**src/rtl/ide_dec_pkg.sv**
```systemverilog
`timescale 1ns/1ps
package ide_dec_pkg;
  localparam int NCH = 2;
  localparam int CFG_IW = 6;

  localparam logic [CFG_IW-1:0] OFS_CLASS = 6'h02;
  localparam logic [CFG_IW-1:0] OFS_MISC  = 6'h03;
  localparam logic [CFG_IW-1:0] OFS_BAR0  = 6'h04;
  localparam logic [CFG_IW-1:0] OFS_INTR  = 6'h0F;

  localparam logic [31:0] CMD_WMASK = 32'hFFFF_FFF8;
  localparam logic [31:0] CTL_WMASK = 32'hFFFF_FFFC;

  typedef struct packed {
    logic        native;
    logic [28:0] cmd_hi;
    logic [29:0] ctl_hi;
  } chan_cfg_t;

  function automatic logic [31:0] leg_cmd(input int ch);
    return (ch == 0) ? 32'h0000_01F0 : 32'h0000_0170;
  endfunction

  function automatic logic [31:0] leg_ctl(input int ch);
    return (ch == 0) ? 32'h0000_03F4 : 32'h0000_0374;
  endfunction

  function automatic logic [31:0] be_merge(input logic [31:0] cur, input logic [31:0] wr,
                                           input logic [3:0] be, input logic [31:0] wmask);
    logic [31:0] res;
    res = cur;
    for (int b = 0; b < 4; b++) begin
      if (be[b]) begin
        res[8*b +: 8] = (cur[8*b +: 8] & ~wmask[8*b +: 8]) | (wr[8*b +: 8] & wmask[8*b +: 8]);
      end
    end
    return res;
  endfunction
endpackage

```
**src/rtl/ide_cfg_regs.sv**
```systemverilog
`timescale 1ns/1ps
module ide_cfg_regs
  import ide_dec_pkg::*;
#(
  parameter logic [7:0]  REV_ID     = 8'h00,
  parameter logic [15:0] CLASS_CODE = 16'h0101
) (
  input  logic                    clk,
  input  logic                    rst_n,
  input  logic                    cfg_wr_i,
  input  logic [CFG_IW-1:0]       cfg_addr_i,
  input  logic [3:0]              cfg_be_i,
  input  logic [31:0]             cfg_wdata_i,
  output logic [31:0]             cfg_rdata_o,
  output chan_cfg_t [NCH-1:0]     chan_o
);
  logic [NCH-1:0]        native_q, native_d;
  logic [NCH-1:0][31:0]  cmd_q, cmd_d;
  logic [NCH-1:0][31:0]  ctl_q, ctl_d;
  logic [7:0]            lat_q, lat_d;
  logic [7:0]            line_q, line_d;
  logic                  any_native;

  assign any_native = |native_q;

  // next state
  always_comb begin
    native_d = native_q;
    cmd_d    = cmd_q;
    ctl_d    = ctl_q;
    lat_d    = lat_q;
    line_d   = line_q;
    if (cfg_wr_i) begin
      if (cfg_addr_i == OFS_CLASS && cfg_be_i[1]) begin
        native_d[0] = cfg_wdata_i[8];
        native_d[1] = cfg_wdata_i[10];
      end
      if (cfg_addr_i == OFS_MISC && cfg_be_i[1]) lat_d = cfg_wdata_i[15:8];
      if (cfg_addr_i == OFS_INTR && cfg_be_i[0] && any_native) line_d = cfg_wdata_i[7:0];
      for (int ch = 0; ch < NCH; ch++) begin
        if (native_q[ch] && cfg_addr_i == OFS_BAR0 + CFG_IW'(2*ch))
          cmd_d[ch] = be_merge(cmd_q[ch], cfg_wdata_i, cfg_be_i, CMD_WMASK);
        if (native_q[ch] && cfg_addr_i == OFS_BAR0 + CFG_IW'(2*ch + 1))
          ctl_d[ch] = be_merge(ctl_q[ch], cfg_wdata_i, cfg_be_i, CTL_WMASK);
      end
    end
  end

  // registers
  always_ff @(posedge clk or negedge rst_n) begin
    if (!rst_n) begin
      native_q <= '0;
      lat_q    <= '0;
      line_q   <= '0;
      for (int ch = 0; ch < NCH; ch++) begin
        cmd_q[ch] <= leg_cmd(ch) | 32'h1;
        ctl_q[ch] <= leg_ctl(ch) | 32'h1;
      end
    end else begin
      native_q <= native_d;
      lat_q    <= lat_d;
      line_q   <= line_d;
      cmd_q    <= cmd_d;
      ctl_q    <= ctl_d;
    end
  end

  // readback
  always_comb begin
    cfg_rdata_o = '0;
    if (cfg_addr_i == OFS_CLASS)
      cfg_rdata_o = {CLASS_CODE, 5'b0, native_q[1], 1'b1, native_q[0], REV_ID};
    else if (cfg_addr_i == OFS_MISC)
      cfg_rdata_o = {16'h0000, lat_q, 8'h00};
    else if (cfg_addr_i == OFS_INTR)
      cfg_rdata_o = any_native ? {16'h0000, 8'h01, line_q} : 32'h0;
    for (int ch = 0; ch < NCH; ch++) begin
      if (cfg_addr_i == OFS_BAR0 + CFG_IW'(2*ch))
        cfg_rdata_o = native_q[ch] ? cmd_q[ch] : 32'h0;
      if (cfg_addr_i == OFS_BAR0 + CFG_IW'(2*ch + 1))
        cfg_rdata_o = native_q[ch] ? ctl_q[ch] : 32'h0;
    end
  end

  for (genvar ch = 0; ch < NCH; ch++) begin : g_out
    assign chan_o[ch].native = native_q[ch];
    assign chan_o[ch].cmd_hi = cmd_q[ch][31:3];
    assign chan_o[ch].ctl_hi = ctl_q[ch][31:2];
  end


  progif_ro_chk: assert property (@(posedge clk) disable iff (!rst_n)
    (cfg_addr_i == OFS_CLASS) |-> (cfg_rdata_o[9] && cfg_rdata_o[15:11] == 5'b0));

  mode_update_chk: assert property (@(posedge clk) disable iff (!rst_n)
    (cfg_wr_i && cfg_addr_i == OFS_CLASS && cfg_be_i[1]) |=>
      (native_q == {$past(cfg_wdata_i[10]), $past(cfg_wdata_i[8])}));

  bar_hidden_chk: assert property (@(posedge clk) disable iff (!rst_n)
    (!native_q[0] && cfg_addr_i == OFS_BAR0) |-> (cfg_rdata_o == 32'h0));

  intr_pin_chk: assert property (@(posedge clk) disable iff (!rst_n)
    (any_native && cfg_addr_i == OFS_INTR) |-> (cfg_rdata_o[15:8] == 8'h01));
endmodule

```
**src/rtl/ide_chan_match.sv**
```systemverilog
`timescale 1ns/1ps
module ide_chan_match #(
  parameter int          IO_AW   = 16,
  parameter logic [31:0] LEG_CMD = 32'h0000_01F0,
  parameter logic [31:0] LEG_CTL = 32'h0000_03F4
) (
  input  logic             clk,
  input  logic             rst_n,
  input  logic             io_valid_i,
  input  logic [IO_AW-1:0] io_addr_i,
  input  logic             enable_i,
  input  logic             native_i,
  input  logic [31:3]      cmd_hi_i,
  input  logic [31:2]      ctl_hi_i,
  output logic             cmd_hit_o,
  output logic             ctl_hit_o
);
  localparam logic [1:0] CTL_BYTE = 2'b10;

  logic [31:0] io32;
  logic [31:3] cmd_sel;
  logic [31:2] ctl_sel;
  logic        live;

  assign io32    = 32'(io_addr_i);
  assign live    = io_valid_i & enable_i;
  assign cmd_sel = native_i ? cmd_hi_i : LEG_CMD[31:3];
  assign ctl_sel = native_i ? ctl_hi_i : LEG_CTL[31:2];

  assign cmd_hit_o = live && (io32[31:3] == cmd_sel);
  assign ctl_hit_o = live && (io32[31:2] == ctl_sel) && (io32[1:0] == CTL_BYTE);


  disabled_quiet_chk: assert property (@(posedge clk) disable iff (!rst_n)
    (!enable_i || !io_valid_i) |-> (!cmd_hit_o && !ctl_hit_o));

  legacy_ctl_chk: assert property (@(posedge clk) disable iff (!rst_n)
    (!native_i && ctl_hit_o) |-> (io32 == LEG_CTL + 32'd2));
endmodule

```
**src/rtl/ide_chan_decode.sv**
```systemverilog
`timescale 1ns/1ps
module ide_chan_decode
  import ide_dec_pkg::*;
#(
  parameter int          IO_AW      = 16,
  parameter logic [7:0]  REV_ID     = 8'h00,
  parameter logic [15:0] CLASS_CODE = 16'h0101
) (
  input  logic             clk,
  input  logic             rst_n,
  input  logic             cfg_wr_i,
  input  logic [5:0]       cfg_addr_i,
  input  logic [3:0]       cfg_be_i,
  input  logic [31:0]      cfg_wdata_i,
  output logic [31:0]      cfg_rdata_o,
  input  logic             io_valid_i,
  input  logic [IO_AW-1:0] io_addr_i,
  input  logic [1:0]       chan_en_i,
  output logic             pri_cmd_hit_o,
  output logic             pri_ctl_hit_o,
  output logic             sec_cmd_hit_o,
  output logic             sec_ctl_hit_o,
  input  logic [1:0]       chan_irq_i,
  output logic [1:0]       leg_irq_o,
  output logic             inta_o
);
  localparam int NHIT = 2 * NCH;

  logic                 rst_meta_q, rst_sync_q;
  chan_cfg_t [NCH-1:0]  chan_cfg;
  logic [NHIT-1:0]      raw_hit, grant;
  logic [NCH-1:0]       native;

  // reset: asserted at once, released on the clock
  always_ff @(posedge clk or negedge rst_n) begin
    if (!rst_n) begin
      rst_meta_q <= 1'b0;
      rst_sync_q <= 1'b0;
    end else begin
      rst_meta_q <= 1'b1;
      rst_sync_q <= rst_meta_q;
    end
  end

  ide_cfg_regs #(.REV_ID(REV_ID), .CLASS_CODE(CLASS_CODE)) i_cfg (
    .clk        (clk),
    .rst_n      (rst_sync_q),
    .cfg_wr_i   (cfg_wr_i),
    .cfg_addr_i (cfg_addr_i),
    .cfg_be_i   (cfg_be_i),
    .cfg_wdata_i(cfg_wdata_i),
    .cfg_rdata_o(cfg_rdata_o),
    .chan_o     (chan_cfg)
  );

  for (genvar ch = 0; ch < NCH; ch++) begin : g_chan
    assign native[ch] = chan_cfg[ch].native;
    ide_chan_match #(
      .IO_AW  (IO_AW),
      .LEG_CMD(leg_cmd(ch)),
      .LEG_CTL(leg_ctl(ch))
    ) i_match (
      .clk       (clk),
      .rst_n     (rst_sync_q),
      .io_valid_i(io_valid_i),
      .io_addr_i (io_addr_i),
      .enable_i  (chan_en_i[ch]),
      .native_i  (chan_cfg[ch].native),
      .cmd_hi_i  (chan_cfg[ch].cmd_hi),
      .ctl_hi_i  (chan_cfg[ch].ctl_hi),
      .cmd_hit_o (raw_hit[2*ch]),
      .ctl_hit_o (raw_hit[2*ch+1])
    );
  end

  // lowest index wins on overlapping windows
  assign grant = raw_hit & (~raw_hit + NHIT'(1));

  assign pri_cmd_hit_o = grant[0];
  assign pri_ctl_hit_o = grant[1];
  assign sec_cmd_hit_o = grant[2];
  assign sec_ctl_hit_o = grant[3];

  assign leg_irq_o = chan_irq_i & ~native;
  assign inta_o    = |(chan_irq_i & native);


  one_hit_chk: assert property (@(posedge clk) disable iff (!rst_sync_q)
    $onehot0({pri_cmd_hit_o, pri_ctl_hit_o, sec_cmd_hit_o, sec_ctl_hit_o}));

  pri_first_chk: assert property (@(posedge clk) disable iff (!rst_sync_q)
    raw_hit[0] |-> pri_cmd_hit_o);

  irq_split_chk: assert property (@(posedge clk) disable iff (!rst_sync_q)
    native[0] |-> !leg_irq_o[0]);
endmodule

```
**config.mk**
```make
export PLATFORM = sky130hd
export DESIGN_NAME = ide_chan_decode
export DESIGN_NICKNAME = d
export VERILOG_FILES = /design/src/rtl/ide_dec_pkg.sv /design/src/rtl/ide_cfg_regs.sv /design/src/rtl/ide_chan_match.sv /design/src/rtl/ide_chan_decode.sv
export SDC_FILE = /design/constraint.sdc
export NUM_CORES = 1
export LEC_CHECK = 0
export CORE_ASPECT_RATIO = 1.4
export CORE_MARGIN = 1
export CORE_UTILIZATION = 50
export DETAILED_ROUTE_END_ITERATION = 7
export GPL_TIMING_DRIVEN = 0
export PLACE_DENSITY = 0.82
export SKIP_CTS_REPAIR_TIMING = 1
export SYNTH_ARGS = -nofsm -noshare
export SYNTH_HDL_FRONTEND = slang
export SYNTH_SLANG_ARGS = --single-unit
```
**constraint.sdc**
```tcl
create_clock -name clk -period 7.56 [get_ports clk]
set_input_delay 1.512 -clock clk [delete_from_list [all_inputs] [get_ports clk]]
set_output_delay 1.512 -clock clk [all_outputs]
set_load 0.05 [all_outputs]
```
* After elaboration in Yosys (flattened, before gate mapping)
Cells that the tools add are included.
** Cells by class
- Add/sub/neg operators :: 1
- Eq/ne operators :: 12
- Multiplexer cells :: 16
- Bitwise operators :: 11
- Reductions and logical operators :: 35
** Operators by type and width (count)
- $mux W32 :: 11
- $eq A14 B30 Y1 :: 2
- $mux W30 :: 2
- $eq A13 B29 Y1 :: 2
- $mux W29 :: 2
- $reduce_and A3 Y1 :: 16
- $eq A6 B3 Y1 const B :: 4
- $or A2 B8 Y8 :: 2
- $or A3 B8 Y8 :: 2
- $logic_and A1 B1 Y1 :: 14
- $eq A6 B2 Y1 const B :: 2
- $mux W9 :: 1
- $eq A6 B4 Y1 const B :: 1
- $reduce_and A2 Y1 :: 3
- $add A4 B1 Y4 const B :: 1
- $and A2 B2 Y2 :: 2
- $and A4 B4 Y4 :: 1
- $not A4 Y4 :: 1
- $reduce_or A2 Y1 :: 2
- $and A1 B1 Y1 :: 2
- $eq A2 B2 Y1 const B :: 1
- $not A2 Y2 :: 1
** Storage, ports and cells
- Register bits :: 148
- Input port bits :: 66
- Output and inout port bits :: 39
- Word-level logic and storage cells :: 96

* Logic depth before layout (Yosys ltp)
- Depth in word-level cells :: 9
- Depth in mapped cells :: 8
- Gate-level depth less buffers :: 6

* Modules after synthesis
A second synthesis with hierarchy kept.
** Second synthesis, totals
- Cells, all modules :: 688
- Area, all modules :: 7908.8 µm²
** Modules (own cells, without submodules)
- ide_cfg_regs :: times used 1, cells each 473, area an instance 6432.4 µm², seq. area each 3430.8 µm²
- ide_chan_match at g_chan[0].i_match :: times used 1, cells each 105, area an instance 688.2 µm², seq. area each 0.0 µm²
- ide_chan_match at g_chan[1].i_match :: times used 1, cells each 101, area an instance 684.4 µm², seq. area each 0.0 µm²
- ide_chan_decode :: times used 1, cells each 9, area an instance 103.8 µm², seq. area each 50.0 µm²

* Least setup slack after synthesis
No wires, ideal clock.
- Path kind :: in2out
- Start point :: in io_addr_i[15]
- End point :: out sec_ctl_hit_o
- Data arrival time :: 4133 ps
- Required time :: 6048 ps
- Path slack :: 1915 ps
- Stages on the path :: 7
- Buffers on the path :: 1
- Cells stage by stage :: clkbuf_1 > nor4_1 > a31oi_1 > o32a_1 > o32ai_1 > and3_1 > nor4_1
** On the way
- Word-level cells in the longest chain between the ends :: 6
- Elaborated cells on any way between the ends :: 13
- Classes of those cells :: add/sub: 1; eq/ne: 4; bitwise: 2; reduce/logical: 6
** RTL lines
- start: declaration :: line ide_chan_decode.sv:17 : input logic [IO_AW-1:0] io_addr_i,
- $eq A14 B30 Y1 :: line ide_chan_match.sv:31 : assign ctl_hit_o = live && (io32[31:2] == ctl_sel) && (io32[1:0] == CTL_BYTE);
- $logic_and A1 B1 Y1 (2 in a row) :: line ide_chan_match.sv:31
- $not A4 Y4 :: line ide_chan_decode.sv:77 : assign grant = raw_hit & (~raw_hit + NHIT'(1));
- $add A4 B1 Y4 :: line ide_chan_decode.sv:77
- $and A4 B4 Y4 * :: line ide_chan_decode.sv:77
- end: declaration :: line ide_chan_decode.sv:22 : output logic sec_ctl_hit_o,
Mark *: on every way between the ends. The rest lies on a longest branch, timed or not.

* Worst setup path in the final report
- Start point :: in cfg_addr_i[2]
- End point :: out cfg_rdata_o[4]
** On the way
- Word-level cells in the longest chain between the ends :: 8
- Elaborated cells on any way between the ends :: 14
- Classes of those cells :: eq/ne: 7; mux: 7
** RTL lines
- start: declaration :: line ide_chan_decode.sv:12 : input logic [5:0] cfg_addr_i,
- $eq A6 B4 Y1 :: line ide_cfg_regs.sv:75 : else if (cfg_addr_i == OFS_INTR)
- $mux W32 :: line ide_cfg_regs.sv:75
- $mux W32 :: line ide_cfg_regs.sv:73 : else if (cfg_addr_i == OFS_MISC)
- $mux W32 :: line ide_cfg_regs.sv:71 : if (cfg_addr_i == OFS_CLASS)
- $mux W32 :: line ide_cfg_regs.sv:78 : if (cfg_addr_i == OFS_BAR0 + CFG_IW'(2*ch))
- $mux W32 :: line ide_cfg_regs.sv:80 : if (cfg_addr_i == OFS_BAR0 + CFG_IW'(2*ch + 1))
- $mux W32 :: line ide_cfg_regs.sv:78
- $mux W32 * :: line ide_cfg_regs.sv:80
- end: declaration :: line ide_chan_decode.sv:15 : output logic [31:0] cfg_rdata_o,
Marked as above.

==> results.yml <==
logic_synthesis:
  synthTopCellsByArea: "dfrtp_1, mux2_2, dfstp_2"
  synth_xor_area_share_pct: 1.26
  yosysMostFrequentCell: "mux2_2"
  syn-num-nets: 785
  yosysSeqAreaShare_pct: 45.4
  netlist_instances: 719
  muxShareOfSynthArea_pct: 19.8
  netlist_area_mm2: 0.00766
  synthDistinctLibCells: 68
  synth_edf_count: 0
  synth_top_family_by_area: "multiplexers"
  syn_avg_cell_area_um2: 10.7
  async_flop_share_pct: 100
  synthAdderAreaFrac_pct: 0
  synth_top_area_cell: "dfrtp_1"
  synth_seq_cells: 138
  synth-main-ff-cell: "dfrtp_1"
  synth_warnings: 0
  synth_top_area_share_pct: 37.9
  yosys.area_share.simple_pct: 15.0
  synth_compound_area_share_pct: 14.8
  ys_top_cells_by_count: "mux2_2, dfrtp_1, nand2_1"
clock_network:
  clock_path_buffers: 2
  numClockSinks: 138
  h-tree-depth: 4
  root_buffer: "clkbuf_16"
  cts_tree: "built"
  numCtsBuffers: 17
  cts.clk_slew.worst_paths_ns: 0.06
  clk_latency_ns: 0.43
power_and_ir_drop:
  p_per_area_mw_per_mm2: 223
  pwr-share-seq_pct: 41.3
  p_switching_uw: 591
  p_clk_share_pct: 43.9
  ir_drop_uv: 178
  p_int_uw: 1540
  fin_total_pwr_uw: 2140
  combPwrFrac_pct: 14.8
  p_leak_uw: 0.00413
  switching_share_pct: 27.7
hold_path:
  holdPathStages: 0
  hp-class: "flip-flop to flip-flop"
  min-delay-start: "rst_meta_q$_DFF_PN0_"
  worstHoldEndpoint: "rst_sync_q$_DFF_PN0_"
placement:
  hpwl_mm: 19.5
  finalWeightedCongestion: 0.977
  post-place-cells: 1010
  preCtsSetupSlack_ns: 1.01
  io_buffers: 98
layout:
  n_antenna_cell: 0
  fillers: 1226
  fin_cells: 1042
  drive_gt1_share_pct: 26.8
  fin_util_pct: 63.9
  nNetsFinal: 903
  area_delta_synth_final_pct: 24.9
  seqCellArea_mm2: 0.00348
  multiInputGateArea_mm2: 0.00390
critical_path:
  rrSetupSlack_ns: 4.40
  crit_top_cell: "clkdlybuf4s50_1"
  slowest_delay_ns: 0.82
  worstSetupPathType: "input pin to primary output"
  crit_path_max_fanout: 10
  slowest_stage: "clkdlybuf4s50_1"
  crit_path_end_kind: "primary output"
  required_ns: 6.05
  r2r_cells: 6
  cp_cell_sequence: "clkdlybuf4s50_1, or4b_4, nor4_2, clkbuf_1, a222oi_1, nand2_1, clkdlybuf4s50_1"
  worstSetupStartpointType: "input pin"
  r2r-end: "i_cfg.line_q[2]$_DFFE_PN0P_"
  worstPathArrival_ns: 5.13
  timing.rr.start: "i_cfg.native_q[1]$_DFFE_PN0P_"
global_routing:
  globalRouteOverflowTotal: 0
  grt_pass1_vias: 7061
  track_usage_pct: 34.6
  grt_start_max_net_pins: 71
  antenna_found_initial: 0
  grt_pass1_wl_mm: 40.4
floorplan:
  core.rowCount: 53
  num_io_pins: 105
  die-area_mm2: 0.0158
  die_y_um: 148
  core_area_mm2: 0.0150
  die_x_um: 107
  start_util_pct: 51.1
timing:
  min_period_ns: 6.64
  grt_setup_unrepaired: "no"
  hold_viol_final: 0
  fmax_mhz: 151
  min_period_over_period_pct: 87.9
  relSlewSlack_pct: 6.20
  fin_skew_ns: 0.0104
  finalSetupTns_ns: 0
  report.final.slew_viol_count: 0
  setup_slack_ns: 0.916
  worst_pin_slew_ns: 1.40
  setup-violations-final: 0
route:
  drc_errors: 0
  routedWlPerCell_um: 25.4
  postRouteAntennaNets: 0
  vias: 6742
  wl_mm: 26.4
  vias_per_cell: 6.47
  drt_iter0_markers: 591
  dr.pass1.iters: 5
status:
  status: "finished clean"
job:
  max_cap_viol_count: 0
per-layer routing:
layer  track usage (%)  vias to the layer above  share of wire [%]
li1                  -                     2936                  -
met1              39.9                     3303                 36
met2              57.0                      393                 49
met3              6.84                      110                7.4
met4              25.5                        0                7.2
met5                 0                        -                  0
through the flow:
stage | hold WS (ns) | instance area (µm²)
after detailed placement | 0.335 | 8910
final | 0.348 | 9570
after global routing | 0.356 | 9570
after global placement | 0.335 | 8880
after CTS | 0.349 | 9570
after floorplan | 0.331 | 7660
kinds of logic after synthesis:
kind of cell	after synthesis
AND/OR/NAND/NOR	201
AO/OA/AOI/OAI	162
flip-flops	138
multiplexers	136
buffers and inverters	70
XOR/XNOR	11
other	1
worst max path at each step:
stage,slack (ns),cells after the start,startpoint,to
2_1_floorplan,1.91,7,io_addr_i[15],sec_ctl_hit_o
3_3_place_gp,1.03,7,cfg_addr_i[2],cfg_rdata_o[4]
3_5_place_dp,1.01,7,cfg_addr_i[2],cfg_rdata_o[4]
4_1_cts,1.01,7,cfg_addr_i[2],cfg_rdata_o[4]
5_1_grt,0.81,7,cfg_addr_i[2],cfg_rdata_o[4]
6_report,0.92,7,cfg_addr_i[2],cfg_rdata_o[4]
layout by cell type (no fill, tap or decap), types with 13 or more instances in the layout:
| cell | Yosys | routed |
|---|---|---|
| inv_1 | 32 | 32 |
| mux2i_1 | 13 | 13 |
| clkbuf_1 | 24 | 25 |
| nor2_1 | 17 | 17 |
| dfrtp_1 | 116 | 115 |
| a21oi_1 | 35 | 35 |
| a31o_2 | 14 | 14 |
| dfstp_2 | 22 | 22 |
| clkbuf_16 | 0 | 17 |
| clkdlybuf4s50_1 | 0 | 98 |
| nand2_1 | 76 | 76 |
| mux2_2 | 123 | 123 |
| o22ai_1 | 13 | 13 |
| nor4_1 | 22 | 22 |
| o21ai_0 | 34 | 34 |
power by group through the flow:
stage | registers [µW] | logic [µW] | clock network (µW)
floorplan | 869 | 184 | 0
global placement | 896 | 296 | 0
detailed placement | 892 | 309 | 0
CTS | 881 | 311 | 939
global route | 890 | 336 | 968
finish | 883 | 317 | 937
final cells by class:
type / instances / share of cell area, %
Inverter: 32 / 1.26
Timing Repair Buffer: 99 / 10.5
Multi-Input combinational cell: 511 / 40.7
Tap cell: 192 / 2.51
Clock buffer: 19 / 4.63
Buffer: 38 / 1.73
Clock inverter: 13 / 2.22
Sequential cell: 138 / 36.4
sequential cells by signal, summed over array words and instances, names as in the netlist:
register        cells
rst_meta_q          1
i_cfg.line_q        8
rst_sync_q          1
i_cfg.lat_q         8
i_cfg.native_q      2
i_cfg.chan_o      118
worst max-delay path, delay by kind of cell:
family          cells  cell delay, ns
buf+inv             3            2.18
simple gates        3            1.21
compound gates      1            0.22
Power figures use the tool's default switching activity.
